File: config.mk
export PLATFORM = sky130hd
export DESIGN_NAME = irq_arbiter
export DESIGN_NICKNAME = d
export VERILOG_FILES = /design/src/rtl/irq_pkg.sv /design/src/rtl/irq_sync2.sv /design/src/rtl/irq_regs.sv /design/src/rtl/irq_order_fsm.sv /design/src/rtl/irq_arbiter.sv
export SDC_FILE = /design/constraint.sdc
export NUM_CORES = 1
export LEC_CHECK = 0
export BUFFER_PORTS_ARGS = -buffer_cell sky130_fd_sc_hd__buf_4
export CORE_ASPECT_RATIO = 1.1
export CORE_MARGIN = 2
export CORE_UTILIZATION = 40
export DETAILED_ROUTE_END_ITERATION = 6
export GPL_ROUTABILITY_DRIVEN = 0
export GPL_TIMING_DRIVEN = 1
export HOLD_SLACK_MARGIN = 0.03
export PLACE_DENSITY_LB_ADDON = 0.3
export SYNTH_ARGS = -nofsm -noshare
export SYNTH_HDL_FRONTEND = slang
export SYNTH_SLANG_ARGS = --single-unit
File: constraint.sdc
create_clock -name clk -period 2.1 [get_ports clk]
set_input_delay 0 -clock clk [delete_from_list [all_inputs] [get_ports clk]]
set_output_delay 0 -clock clk [all_outputs]
set_load 0.05 [all_outputs]
File: src/rtl/irq_pkg.sv
package irq_pkg;
    typedef enum logic [1:0] {
        ST_IDLE     = 2'd0,
        ST_SWI_WAIT = 2'd1,
        ST_SWI_GO   = 2'd2
    } arb_state_t;

    localparam int NSRC = 3;
    localparam int SRC_EXT  = 0;
    localparam int SRC_RTI  = 1;
    localparam int SRC_WAKE = 2;

    localparam logic [7:0] ADDR_EXT_CTL = 8'h0E;
    localparam logic [7:0] ADDR_WAKE_EN = 8'h13;
    localparam logic [7:0] ADDR_RTI_CTL = 8'h18;

    localparam logic [15:0] VEC_HW  = 16'hFFFA;
    localparam logic [15:0] VEC_SWI = 16'hFFFC;
endpackage

File: src/rtl/irq_sync2.sv
module irq_sync2 #(
    parameter int W = 1
) (
    input  logic         clk,
    input  logic         rst_n,
    input  logic [W-1:0] clr,
    input  logic [W-1:0] d,
    output logic [W-1:0] q
);
    logic [W-1:0] s1;

    always_ff @(posedge clk or negedge rst_n) begin
        if (!rst_n) begin
            s1 <= '0;
            q  <= '0;
        end else begin
            s1 <= d & ~clr;
            q  <= s1 & ~clr;
        end
    end
endmodule

File: src/rtl/irq_regs.sv
module irq_regs
    import irq_pkg::*;
#(
    parameter int NPORT = 8
) (
    input  logic             clk,
    input  logic             rst_n,
    input  logic             reg_wr,
    input  logic [7:0]       reg_addr,
    input  logic [7:0]       reg_wdata,
    input  logic             ext_stat,
    input  logic             rti_stat,
    output logic [7:0]       reg_rdata,
    output logic             ext_en,
    output logic             ext_rise,
    output logic             rti_en,
    output logic [NPORT-1:0] wake_en
);
    always_ff @(posedge clk or negedge rst_n) begin
        if (!rst_n) begin
            ext_en   <= 1'b0;
            ext_rise <= 1'b0;
            rti_en   <= 1'b0;
            wake_en  <= '0;
        end else if (reg_wr) begin
            unique case (reg_addr)
                ADDR_EXT_CTL: begin
                    ext_en   <= reg_wdata[0];
                    ext_rise <= reg_wdata[1];
                end
                ADDR_RTI_CTL: rti_en  <= reg_wdata[0];
                ADDR_WAKE_EN: wake_en <= reg_wdata[NPORT-1:0];
                default: ;
            endcase
        end
    end

    always_comb begin
        reg_rdata = '0;
        unique case (reg_addr)
            ADDR_EXT_CTL: reg_rdata = {ext_stat, 5'b0, ext_rise, ext_en};
            ADDR_RTI_CTL: reg_rdata = {rti_stat, 6'b0, rti_en};
            ADDR_WAKE_EN: reg_rdata[NPORT-1:0] = wake_en;
            default:      reg_rdata = '0;
        endcase
    end
endmodule

File: src/rtl/irq_order_fsm.sv
module irq_order_fsm
    import irq_pkg::*;
(
    input  logic            clk,
    input  logic            rst_n,
    input  logic            gmask,
    input  logic            swi_fetch,
    input  logic            swi_ack,
    input  logic [NSRC-1:0] hw_vis,
    output arb_state_t      state,
    output logic            irq_req,
    output logic            irq_is_swi,
    output logic [15:0]     irq_vector
);
    arb_state_t      state_nx;
    logic [NSRC-1:0] snap;
    logic [NSRC-1:0] snap_nx;

    always_comb begin
        state_nx = state;
        snap_nx  = snap & hw_vis;
        unique case (state)
            ST_IDLE: begin
                if (swi_fetch) begin
                    snap_nx  = hw_vis;
                    state_nx = (!gmask && hw_vis != '0) ? ST_SWI_WAIT : ST_SWI_GO;
                end
            end
            ST_SWI_WAIT: begin
                if (gmask || (snap & hw_vis) == '0)
                    state_nx = ST_SWI_GO;
            end
            ST_SWI_GO: begin
                if (swi_ack)
                    state_nx = ST_IDLE;
            end
            default: state_nx = ST_IDLE;
        endcase
    end

    always_ff @(posedge clk or negedge rst_n) begin
        if (!rst_n) begin
            state <= ST_IDLE;
            snap  <= '0;
        end else begin
            state <= state_nx;
            snap  <= snap_nx;
        end
    end

    always_comb begin
        irq_is_swi = (state == ST_SWI_GO);
        irq_req    = irq_is_swi || (hw_vis != '0);
        irq_vector = irq_is_swi ? VEC_SWI : VEC_HW;
    end
endmodule

File: src/rtl/irq_arbiter.sv
module irq_arbiter
    import irq_pkg::*;
#(
    parameter int NPORT = 8
) (
    input  logic             clk,
    input  logic             rst_n,
    input  logic             ext_pin,
    input  logic             rti_tick,
    input  logic [NPORT-1:0] wake_pins,
    input  logic             gmask,
    input  logic             swi_fetch,
    input  logic             swi_ack,
    input  logic [2:0]       clr_src,
    input  logic             reg_wr,
    input  logic [7:0]       reg_addr,
    input  logic [7:0]       reg_wdata,
    output logic [7:0]       reg_rdata,
    output logic             irq_req,
    output logic             irq_is_swi,
    output logic [15:0]      irq_vector
);
    localparam int PW = NPORT + 1;

    logic [PW-1:0]   pin_s, pin_p;
    logic            ext_en, ext_rise, rti_en;
    logic [NPORT-1:0] wake_en;
    logic            ext_edge, wake_hit;
    logic [NSRC-1:0] src_set, lat, lat_s, src_en, hw_vis;
    arb_state_t      state;

    irq_sync2 #(.W(PW)) u_pin_sync (
        .clk(clk), .rst_n(rst_n), .clr('0),
        .d({wake_pins, ext_pin}), .q(pin_s)
    );

    always_ff @(posedge clk or negedge rst_n) begin
        if (!rst_n) pin_p <= '0;
        else        pin_p <= pin_s;
    end

    assign ext_edge = ext_rise ? (pin_s[0] & ~pin_p[0]) : (~pin_s[0] & pin_p[0]);
    assign wake_hit = |(~pin_s[PW-1:1] & pin_p[PW-1:1] & wake_en);

    always_comb begin
        src_set = '0;
        src_set[SRC_EXT]  = ext_edge;
        src_set[SRC_RTI]  = rti_tick;
        src_set[SRC_WAKE] = wake_hit;
    end

    always_ff @(posedge clk or negedge rst_n) begin
        if (!rst_n) lat <= '0;
        else        lat <= (lat & ~clr_src) | src_set;
    end

    irq_sync2 #(.W(NSRC)) u_lat_sync (
        .clk(clk), .rst_n(rst_n), .clr(clr_src),
        .d(lat), .q(lat_s)
    );

    always_comb begin
        src_en = '0;
        src_en[SRC_EXT]  = ext_en;
        src_en[SRC_RTI]  = rti_en;
        src_en[SRC_WAKE] = |wake_en;
    end

    assign hw_vis = lat_s & src_en & {NSRC{~gmask}};

    irq_regs #(.NPORT(NPORT)) u_regs (
        .clk(clk), .rst_n(rst_n), .reg_wr(reg_wr), .reg_addr(reg_addr),
        .reg_wdata(reg_wdata), .ext_stat(lat_s[SRC_EXT]), .rti_stat(lat_s[SRC_RTI]),
        .reg_rdata(reg_rdata), .ext_en(ext_en), .ext_rise(ext_rise),
        .rti_en(rti_en), .wake_en(wake_en)
    );

    irq_order_fsm u_fsm (
        .clk(clk), .rst_n(rst_n), .gmask(gmask), .swi_fetch(swi_fetch),
        .swi_ack(swi_ack), .hw_vis(hw_vis), .state(state), .irq_req(irq_req),
        .irq_is_swi(irq_is_swi), .irq_vector(irq_vector)
    );
endmodule

; ---- Word level (Yosys, flattened, before mapping)
; Cells that the tools add are included.
[word_totals]
ff_bits = 52
latchBits = 0
mem_bits_rw = 0
rom_bits = 0
input_bits = 35
output_inout_bits = 26
word_cells = 58
mem_count = 0
[op_classes]
addsub = 0
mul = 0
n_div = 0
n_lt_le_gt_ge = 0
eq_ne = 8
shifts = 0
muxes = 10
n_bitwise = 15
n_reduce_logical = 13
[ops]
columns = operator, count
row1 = $pmux W8 S3, 1
row2 = $and A8 B8 Y8, 2
row3 = $eq A8 B5 Y1 const B, 2
row4 = $reduce_or A8 Y1, 2
row5 = $and A3 B3 Y3, 5
row6 = $mux W3, 3
row7 = $eq A8 B4 Y1 const B, 1
row8 = $mux W2, 4
row9 = $not A8 Y8, 1
row10 = $pmux W2 S3, 1
row11 = $reduce_and A2 Y1, 3
row12 = $ne A2 B2 Y1 const B, 2
row13 = $logic_not A3 Y1, 1
row14 = $not A1 Y1, 3
row15 = $not A3 Y3, 1
row16 = $or A3 B3 Y3, 1
row17 = $reduce_and A3 Y1, 1
row18 = $reduce_bool A3 Y1, 1
row19 = $and A1 B1 Y1, 2
row20 = $eq A2 B1 Y1 const B, 1
row21 = $eq A2 B2 Y1 const B, 1
row22 = $logic_not A2 Y1, 1
row23 = $logic_or A1 B1 Y1, 2
row24 = $ne A2 B1 Y1 const B, 1
row25 = 3 further kinds, 3

; ---- Longest topological paths before layout
; Gate-level depths: netlist (run 1).
[depth]
ltp_word = 8
mapped_depth = 4
mapped_depth_nobuf = 4

; ---- Hierarchy
; A second synthesis (run 1) with hierarchy kept.
[unflattened]
cells_unflattened = 174
area_unflattened_um2 = 2174.6
[by_module_without_submodules]
columns = mod, n_inst, cells_each, area_each_um2
row1 = irq_regs, 1, 48, 608.1
row2 = irq_sync2 at u_pin_sync, 1, 36, 563.0
row3 = irq_arbiter, 1, 41, 464.2
row4 = irq_order_fsm, 1, 37, 351.6
row5 = irq_sync2 at u_lat_sync, 1, 12, 187.7

; ---- Worst setup path after synthesis (run 1)
; No wires, ideal clock.
[synth_timing]
path_type = register to output
startpoint = register u_fsm.state[0]
endpoint = output port irq_vector[2]
arrival_ns = 1.529
required_ns = 2.100
setup_slack_ns = 0.571
path_stages_with_launch = 5
path_cell_list = dfrtp_1 -> inv_1 -> nand2_1 -> inv_1 -> buf_4
[synth_between]
elab_chain_len = 2
[synth_lines]
columns = element, line_no
row1 = start: declaration, irq_order_fsm.sv:10  ; output arb_state_t state,
row2 = start signal: assignment, irq_order_fsm.sv:46  ; state <= state_nx;
row3 = $eq A2 B2 Y1, irq_order_fsm.sv:52  ; irq_is_swi = (state == ST_SWI_GO);
row4 = net irq_is_swi, irq_arbiter.sv:20  ; output logic irq_is_swi,
row5 = $mux W3, irq_order_fsm.sv:54  ; irq_vector = irq_is_swi ? VEC_SWI : VEC_HW;
row6 = end: declaration, irq_arbiter.sv:21  ; output logic [15:0] irq_vector
; The timed path passes the listed nets, and every way through them passes these cells.

; ---- Worst setup path after layout (run 1)
[layout_timing]
startpoint = register u_regs.wake_en[1]
endpoint = output port irq_req
[layout_between]
elab_chain_len = 5
[layout_lines]
columns = element, line_no
row1 = start: declaration, irq_regs.sv:17  ; output logic [NPORT-1:0] wake_en
row2 = start signal: assignment, irq_regs.sv:32  ; ADDR_WAKE_EN: wake_en <= reg_wdata[NPORT-1:0];
row3 = $reduce_or A8 Y1, irq_arbiter.sv:66  ; src_en[SRC_WAKE] = |wake_en;
row4 = $and A3 B3 Y3 (2 in a row), irq_arbiter.sv:69  ; assign hw_vis = lat_s & src_en & {NSRC{~gmask}};
row5 = $reduce_bool A3 Y1, irq_order_fsm.sv:53  ; irq_req = irq_is_swi || (hw_vis != '0);
row6 = $logic_or A1 B1 Y1, irq_order_fsm.sv:53
row7 = end: declaration, irq_arbiter.sv:19  ; output logic irq_req,
; Every way passes these cells.

==> flow_summary.json, run 1 <==
{
  "maxCapViolations": 0,
  "min_period_ps": 1880,
  "tightestPinTransition_ps": 634,
  "setup_slack_ps": 224,
  "hold_slack_ps": 42.8,
  "cts.sinks": 52,
  "synth_top_area_cell": "dfrtp_1",
  "grt_max_degree": 53,
  "min_to": "u_fsm.state[1]",
  "pre_cts_ws_ps": 388,
  "cp.arrival_ps": 1880,
  "cts.path.max_buffers": 2,
  "drtIter0Drc": 55,
  "fmax_ghz": 0.533,
  "reg2reg_slack_ps": 570,
  "tns_ps": 0,
  "syn_area_um2": 2010,
  "r2r_end": "u_fsm.state[1]",
  "drive_gt1_frac": 0.311,
  "synth_cell_types": 34,
  "placementRows": 27,
  "cp.required_ps": 2100,
  "fin_skew_ps": 6.37,
  "diodes": 0,
  "cts_buffers": 5,
  "endpoint_kind": "output port",
  "grt_pass1_wl_mm": 6.25,
  "yosysTopAreaCellShare": 0.646,
  "cp-start-kind": "flip-flop",
  "cts-root-buf": "clkbuf_8",
  "p_leak_nw": 1.33,
  "fp.dieH_um": 78.4,
  "regArea_um2": 1300,
  "syn2layout_area_growth_pct": 34.6,
  "ys_seq_elements": 52,
  "postRouteAntennaNets": 0,
  "yosysMostFrequentCell": "dfrtp_1",
  "ys.flop_type": "dfrtp_1",
  "r2r.worst_path.cells": 4,
  "htree_levels": 2,
  "synth_common_cells": "dfrtp_1, buf_4, mux2_2, nand2_1, nand3b_1",
  "multi_input_area_um2": 636,
  "insertion_delay_ps": 300,
  "pwr_density_cell_nw_per_um2": 718,
  "slew_viol_final": 0,
  "crit_type": "reg2out",
  "hold_path.class": "in2reg",
  "synth_area_leaders": "dfrtp_1, mux2_2, buf_4, nand3b_1, nand2_1",
  "path_clk_slew_ps": 90,
  "dp_hpwl_mm": 2.60,
  "antenna_found_initial": 0,
  "synth.avg_cell_area_um2": 13.2,
  "io_buffers": 46,
  "rsz0062_at_grt": "false",
  "period_share": 0.893,
  "drc": 0,
  "cts_tree": "built",
  "syn-instance-count": 153,
  "vias": 1367,
  "worstHoldStart": "swi_ack",
  "first_pass_iters": 4,
  "grt_pass1_vias": 1373,
  "yosysSeqAreaShare": 0.646,
  "die_x_um": 71.7,
  "vias_per_cell": 4.78,
  "hold_depth": 3,
  "post_cts_buffers": 0,
  "grt_use_total": 0.144,
  "max_slew_margin": 0.577,
  "initial_core_util": 0.408,
  "ir_worst_vdd_mv": 0.414,
  "n_fill_cell": 431,
  "finalHoldViolCount": 0,
  "outcome": "complete, no violations",
  "totalWireLength_mm": 3.58,
  "grt.overflow.total": 0,
  "async_reset_ff_frac": 1.00,
  "yosys_warnings": 0,
  "wl_per_cell_um": 12.5,
  "fin_nets": 262,
  "critPathMaxFanout": 4,
  "io_pins": 61,
  "setup_viol": 0,
  "core_um2": 4930,
  "die-area_um2": 5620,
  "synth_edf_count": 0,
  "r2r_start": "u_regs.wake_en[1]"
}
==> logic make-up after synthesis <==
logic type / Yosys count / share of synthesized area
AND/OR/NAND/NOR: 53 / 0.168
flip-flops: 52 / 0.646
buffers and inverters: 21 / 0.0671
AO/OA/AOI/OAI: 14 / 0.0540
multiplexers: 11 / 0.0615
other: 2 / 0.00373
==> metal layers <==
layer  up-vias  track usage  part of all wire
li1        651            -                 -
met1       671        0.181              0.42
met2        39        0.242              0.51
met3         6       0.0359             0.050
met4         0       0.0509             0.018
met5         -            0                 0
==> stage by stage <==
stage | power, W | utilization | area, µm² | instances
floorplan | 0.00127 | - | 2060 | 165
global placement | 0.00135 | 0.479 | 2360 | 254
detailed placement | 0.00136 | 0.479 | 2360 | 254
CTS | 0.00197 | 0.547 | 2700 | 286
global route | 0.00204 | 0.550 | 2710 | 286
finish | 0.00195 | 0.550 | 2710 | 286
==> worst max-delay path by stage <==
stage / to / slack [ps] / startpoint / cells past startpoint
global route: irq_req / 40 / u_regs.wake_en[1] / 5
detailed placement: irq_req / 390 / u_regs.wake_en[1] / 5
global placement: u_regs.wake_en[1] / 440 / reg_addr[5] / 5
finish: irq_req / 220 / u_regs.wake_en[1] / 5
floorplan: irq_vector[2] / 570 / u_fsm.state[0] / 4
CTS: irq_req / 50 / u_regs.wake_en[1] / 5
==> cell type report <==
cell class | instances | area share
clock buffers | 7 | 0.0318
inverters | 6 | 0.00831
multi-input cells | 92 | 0.234
repair buffers | 70 | 0.216
well taps | 58 | 0.0268
clock inverters | 1 | 0.00277
flip-flops and latches | 52 | 0.480
==> flip-flops by register name, indices dropped and copies added, names as in the netlist, 2 cells and up <==
signal / cells
pin_p: 9
u_lat_sync.s1: 3
u_pin_sync.s1: 9
u_fsm.state: 2
lat: 3
u_pin_sync.q: 9
u_lat_sync.q: 3
u_regs.wake_en: 8
u_fsm.snap: 3
==> power by group <==
group	internal, W	switching [W]
sequential	0.00105	0.0000281
clock	0.000268	0.000306
combinational	0.000119	0.000172
total	0.00144	0.000505
==> worst max-delay path, cell delays in order, from the launching register on <==
cell,delay [ps]
dfrtp_1,420
nor4_2,370
a21boi_0,220
o21ai_0,280
nand2_1,90
buf_4,190
==> timing repair <==
item,4_1_cts,5_1_grt
endpoints found under the hold margin,83,0
resized for setup,0,2
hold buffers,24,0
setup endpoints to repair,0,1
==> cells in the final DEF, fill, tap and decap left out, drive strengths merged, types with 5 or more instances in the layout <==
master	synthesis	final
dfrtp	52	52
buf	15	46
dlygate4sd3	0	24
conb	2	14
nand2	12	12
mux2	11	11
nand3b	8	8
clkbuf	0	7
inv	6	6
nor2b	6	6
and2	5	5
nor4	5	5
Note: power is estimated with default switching activity, not from simulation.
==> run 2, diff against run 1 <==
--- a/config.mk
+++ b/config.mk
@@ -5,6 +5,7 @@
 export SDC_FILE = /design/constraint.sdc
 export NUM_CORES = 1
 export LEC_CHECK = 0
+export ABC_AREA = 1
 export BUFFER_PORTS_ARGS = -buffer_cell sky130_fd_sc_hd__buf_4
 export CORE_ASPECT_RATIO = 1.1
 export CORE_MARGIN = 2
==> run 2 against run 1 <==
Global-route usage grew 0.48 points; first-iteration DRC count grew 20%; die area grew 4.7%; critical endpoint unchanged; sequential share of layout area shrank 1.4 points; worst setup slack gained 290 ps; power grew 16%.
==> flow_summary.json, run 2 <==
{
  "outcome": "complete, no violations",
  "synth_area_leaders": "dfrtp_1, nand2_1, nor2_1, buf_4, inv_1",
  "hold_depth": 3,
  "first_pass_iters": 4,
  "io_pins": 61,
  "setup_viol": 0,
  "cts_buffers": 5,
  "drc": 0,
  "min_period_ps": 1580,
  "cts.sinks": 52,
  "placementRows": 27,
  "crit_type": "reg2out",
  "die_x_um": 73.3,
  "async_reset_ff_frac": 1.00,
  "htree_levels": 2,
  "n_fill_cell": 465,
  "fmax_ghz": 0.633,
  "drive_gt1_frac": 0.220,
  "setup.worst_path.start": "u_regs.wake_en[4]",
  "grt_pass1_wl_mm": 6.64,
  "fin_nets": 322,
  "syn-instance-count": 214,
  "vias_per_cell": 4.46,
  "worstHoldStart": "swi_fetch",
  "r2r_start": "u_fsm.state[0]",
  "pre_cts_ws_ps": 770,
  "yosysTopAreaCellShare": 0.615,
  "postRouteAntennaNets": 0,
  "tns_ps": 0,
  "critPathMaxFanout": 4,
  "insertion_delay_ps": 290,
  "synth_common_cells": "dfrtp_1, nand2_1, nor2_1",
  "period_share": 0.753,
  "dp_hpwl_mm": 2.83,
  "cp-start-kind": "flip-flop",
  "grt_use_total": 0.149,
  "synth.avg_cell_area_um2": 9.88,
  "r2r_end": "u_fsm.state[1]",
  "ys_seq_elements": 52,
  "ys.flop_type": "dfrtp_1",
  "hold_path.class": "in2reg",
  "r2r.worst_path.cells": 7,
  "cp.arrival_ps": 1580,
  "yosys_warnings": 0,
  "yosysSeqAreaShare": 0.615,
  "reg2reg_slack_ps": 760,
  "tightestPinTransition_ps": 639,
  "fp.dieH_um": 80.3,
  "cp.required_ps": 2100,
  "finalHoldViolCount": 0,
  "initial_core_util": 0.417,
  "pwr_density_cell_nw_per_um2": 811,
  "grt.overflow.total": 0,
  "ir_worst_vdd_mv": 0.551,
  "hold_slack_ps": 48.3,
  "max_slew_margin": 0.574,
  "synth_cell_types": 27,
  "p_leak_nw": 1.43,
  "setup_slack_ps": 519,
  "path_clk_slew_ps": 80,
  "syn2layout_area_growth_pct": 32.0,
  "slew_viol_final": 0,
  "wl_per_cell_um": 11.5,
  "layout_commonest_cell": "dfrtp_1",
  "cts-root-buf": "clkbuf_8",
  "drtIter0Drc": 66,
  "reg.largest.list": "pin_p (9), u_pin_sync.q (9), u_pin_sync.s1 (9)",
  "core_um2": 5070,
  "cts_resized": 0,
  "die-area_um2": 5880,
  "power.total_w": 0.00226,
  "maxCapViolations": 0,
  "min_to": "u_fsm.snap[0]",
  "syn_area_um2": 2110,
  "grt_max_degree": 53,
  "layout_common_cells": "dfrtp_1, buf_4, nand2_1",
  "cts_tree": "built",
  "diodes": 0,
  "io_buffers": 46,
  "synth_edf_count": 0,
  "vias": 1534,
  "fin_skew_ps": 2.59,
  "cts.path.max_buffers": 2,
  "rsz0062_at_grt": "false",
  "grt_pass1_vias": 1456,
  "synth_top_area_cell": "dfrtp_1",
  "antenna_found_initial": 0,
  "yosysMostFrequentCell": "dfrtp_1",
  "utilization": 0.551,
  "totalWireLength_mm": 3.97,
  "endpoint_kind": "output port"
}
==> run 2: cell types whose count changed after synthesis, sizes merged, moves of 5 or more <==
cell	delta
nand2	+33
nor2b	-6
inv	+20
o21ai	+13
nand3b	-7
and2	-5
mux2	-11
nor2	+29
==> run 2: stage by stage <==
stage               area [µm²]  instances
CTS                       2790        344
detailed placement        2450        314
floorplan                 2160        226
global placement          2450        314
finish                    2790        344
global route              2790        344
==> run 2: worst max path at each step <==
stage / to / slack [ps] / depth (start not counted)
floorplan: u_fsm.state[1] / 80 / 7
global placement: u_fsm.state[1] / 800 / 7
detailed placement: u_fsm.state[1] / 770 / 7
CTS: irq_req / 510 / 5
global route: irq_req / 430 / 5
finish: irq_req / 520 / 5
==> run 2: critical path, cell delays in order (launching register included) <==
cell	delay, ps
dfrtp_1	410
nor2_1	120
nand2_1	50
o21ai_0	360
nand3_1	130
buf_4	220
==> run 2: power breakdown <==
part           internal [W]  total (W)  switching [W]
Sequential          0.00107    0.00110      0.0000321
Clock              0.000342   0.000637       0.000294
Combinational      0.000175   0.000530       0.000354
Total               0.00158    0.00226       0.000681
==> run 2: per-layer routing <==
layer | routed length [µm] | global-route usage | vias up
met5 | 0 | 0 | -
met4 | 10 | 0.0473 | 0
met3 | 165 | 0.0452 | 2
met2 | 2030 | 0.242 | 33
met1 | 1760 | 0.190 | 715
li1 | - | - | 784
==> run 2: kinds of logic (layout without fill, tap and decap cells) <==
group	count (synthesis)	count (layout)	share of synthesized area
AND/OR/NAND/NOR	92	92	0.198
flip-flops	52	52	0.615
buffers and inverters	42	102	0.107
AO/OA/AOI/OAI	26	26	0.0763
other	2	14	0.00355
==> run 2: repair_timing <==
action	in CTS	in global routing
endpoints found under the hold margin	83	0
buffers inserted	0	0
hold buffers	24	0
==> run 2: cell type report <==
| type | instances | area, µm² | area share |
|---|---|---|---|
| well taps | 58 | 72.6 | 0.0260 |
| flip-flops and latches | 52 | 1300 | 0.466 |
| inverters | 26 | 97.6 | 0.0350 |
| clock buffers | 5 | 68.8 | 0.0247 |
| repair buffers | 70 | 586 | 0.210 |
| clock inverters | 1 | 30.0 | 0.0108 |
| multi-input cells | 132 | 636 | 0.228 |
==> run 3, diff against run 2 <==
==> constraint.sdc (replaced) <==
create_clock -name clk -period 1.3 [get_ports clk]
set_input_delay 0 -clock clk [delete_from_list [all_inputs] [get_ports clk]]
set_output_delay 0 -clock clk [all_outputs]
set_load 0.05 [all_outputs]
==> run 3 against run 2 <==
The run now ends with negative setup slack left; power rose by 66%; clock power up 60%; sequential power up 61%; utilization is 2.8 points higher; critical endpoint unchanged; register-to-register slack lost 740 ps; count of clock-buffer cells in the layout stayed put.
==> flow_summary.json, run 3 (synthesized netlist as in run 2, its figures left out) <==
{
  "outcome": "finished with violations",
  "failed_checks": "negative setup slack",
  "min_to": "u_regs.rti_en",
  "tightestPinTransition_ps": 628,
  "cp_num_buf_inv": 1,
  "drc": 0,
  "cp.required_ps": 1300,
  "instances_no_fill": 353,
  "crit_path_cell_trace": "nand2_1 > nor2_1 > nor2_1 > nand3_4 > buf_8",
  "max_slew_margin": 0.581,
  "cts.sinks": 52,
  "cp-start-kind": "flip-flop",
  "endpoint_kind": "output port",
  "setup_slack_ps": -86.7,
  "hold_depth": 5,
  "grt_pass1_wl_mm": 6.50,
  "fp.dieH_um": 80.3,
  "layout_common_cells": "buf_4, dfrtp_1, nand2_1",
  "crit_type": "reg2out",
  "slew_viol_final": 0,
  "r2r.worst_path.cells": 7,
  "cts.path.max_buffers": 2,
  "critPathMaxFanout": 3,
  "period_share": 1.07,
  "min_period_ps": 1390,
  "cts_tree": "built",
  "path_clk_slew_ps": 80,
  "reg2reg_slack_ps": 20,
  "die_x_um": 73.3,
  "grt_use_total": 0.146,
  "place_inst": 317,
  "r2r_end": "u_fsm.state[1]",
  "fin_skew_ps": 3.74,
  "htree_levels": 2,
  "r2r_start": "u_fsm.state[0]",
  "cp_common_cell": "nor2_1",
  "io_buffers": 46,
  "slowest_delay_ps": 390,
  "wl_per_cell_um": 11.2,
  "diodes": 0,
  "maxCapViolations": 0,
  "setup_viol": 2,
  "vias_per_cell": 4.51,
  "path_delay_family": "simple AND/OR/NAND/NOR gates",
  "hold_slack_ps": 95.3,
  "grt_max_degree": 53,
  "initial_core_util": 0.417,
  "drive_gt1_frac": 0.302,
  "fmax_ghz": 0.721,
  "hold_path.class": "in2reg",
  "fin_nets": 331,
  "grt.overflow.total": 0,
  "io_pins": 61,
  "pwr_density_cell_nw_per_um2": 1280,
  "totalWireLength_mm": 3.94,
  "critPathSlowestCell": "dfrtp_1",
  "finalHoldViolCount": 0,
  "p_leak_nw": 1.47,
  "first_pass_iters": 4,
  "insertion_delay_ps": 290,
  "cp.arrival_ps": 1390,
  "rsz0062_at_grt": "true",
  "worstHoldStart": "reg_addr[1]",
  "postRouteAntennaNets": 0,
  "ir_worst_vdd_mv": 0.939,
  "core_um2": 5070,
  "tns_ps": -97.2,
  "antenna_found_initial": 0,
  "syn2layout_area_growth_pct": 38.8,
  "reg.largest.list": "pin_p (9), u_pin_sync.q (9), u_pin_sync.s1 (9)",
  "vias": 1592,
  "cts-root-buf": "clkbuf_8",
  "cts_buffers": 5,
  "dp_hpwl_mm": 2.80,
  "die-area_um2": 5880,
  "drtIter0Drc": 49,
  "grt_pass1_vias": 1578,
  "placementRows": 27
}
run 3: cell types whose count changed in the layout (fill, tap and decap cells not counted), moves of 2 or more:
cell / delta
o21ai_2: +2
o21ai_0: -2
inv_2: +4
buf_4: +6
nor2_1: -7
nor2_2: +6
nand3_1: -2
inv_1: -5
run 3: how the worst max path moves through the flow:
stage | startpoint | endpoint | cells past startpoint
after floorplan | u_fsm.state[1] | u_fsm.state[1] | 8
after global placement | u_fsm.state[1] | u_fsm.state[1] | 8
after detailed placement | u_fsm.state[1] | u_fsm.state[1] | 8
after CTS | u_regs.wake_en[2] | irq_req | 6
after global routing | u_regs.rti_en | irq_req | 5
final | u_regs.rti_en | irq_req | 5
run 3: layer usage:
metal | vias up | global-route usage | wire length (µm) | part of all wire
met2 | 40 | 0.260 | 2010 | 0.51
met4 | 0 | 0.0491 | 43 | 0.011
li1 | 806 | - | - | -
met5 | - | 0 | 0 | 0
met3 | 6 | 0.0427 | 214 | 0.054
met1 | 740 | 0.165 | 1680 | 0.43
run 3: power by group:
group | internal (W) | switching, W
clock network | 0.000552 | 0.000465
logic | 0.000357 | 0.000615
registers | 0.00172 | 0.0000532
run 3: per-stage QoR:
step	total power, W	setup slack [ps]	area, µm²	utilization
floorplan	0.00243	-467	2200	-
global placement	0.00265	74.3	2510	0.495
detailed placement	0.00266	19.3	2510	0.495
CTS	0.00378	-103	2890	0.570
global route	0.00396	-162	2940	0.579
finish	0.00376	-86.7	2940	0.579
run 3: timing repair:
item | in CTS | in global routing
setup buffers | 3 | 2
pin swaps | 5 | 6
resized for setup | 3 | 11
endpoints found under the hold margin | 84 | 0
hold buffers | 25 | 0
setup endpoints to repair | 1 | 4
run 3: layout make-up:
type                            count  area, µm²
Fill cell                         450       2130
Clock inverter                      1       30.0
Inverter                           26        101
Sequential cell                    52       1300
Multi-Input combinational cell    132        694
Tap cell                           58       72.6
Timing Repair Buffer               79        667
Clock buffer                        5       68.8
run 3: tightest hold or removal path, cell delays in order:
cell and delay [ps]:
buf_4 90, nor4_1 60, nand2_1 80, o21ai_0 70
nand2_1 50
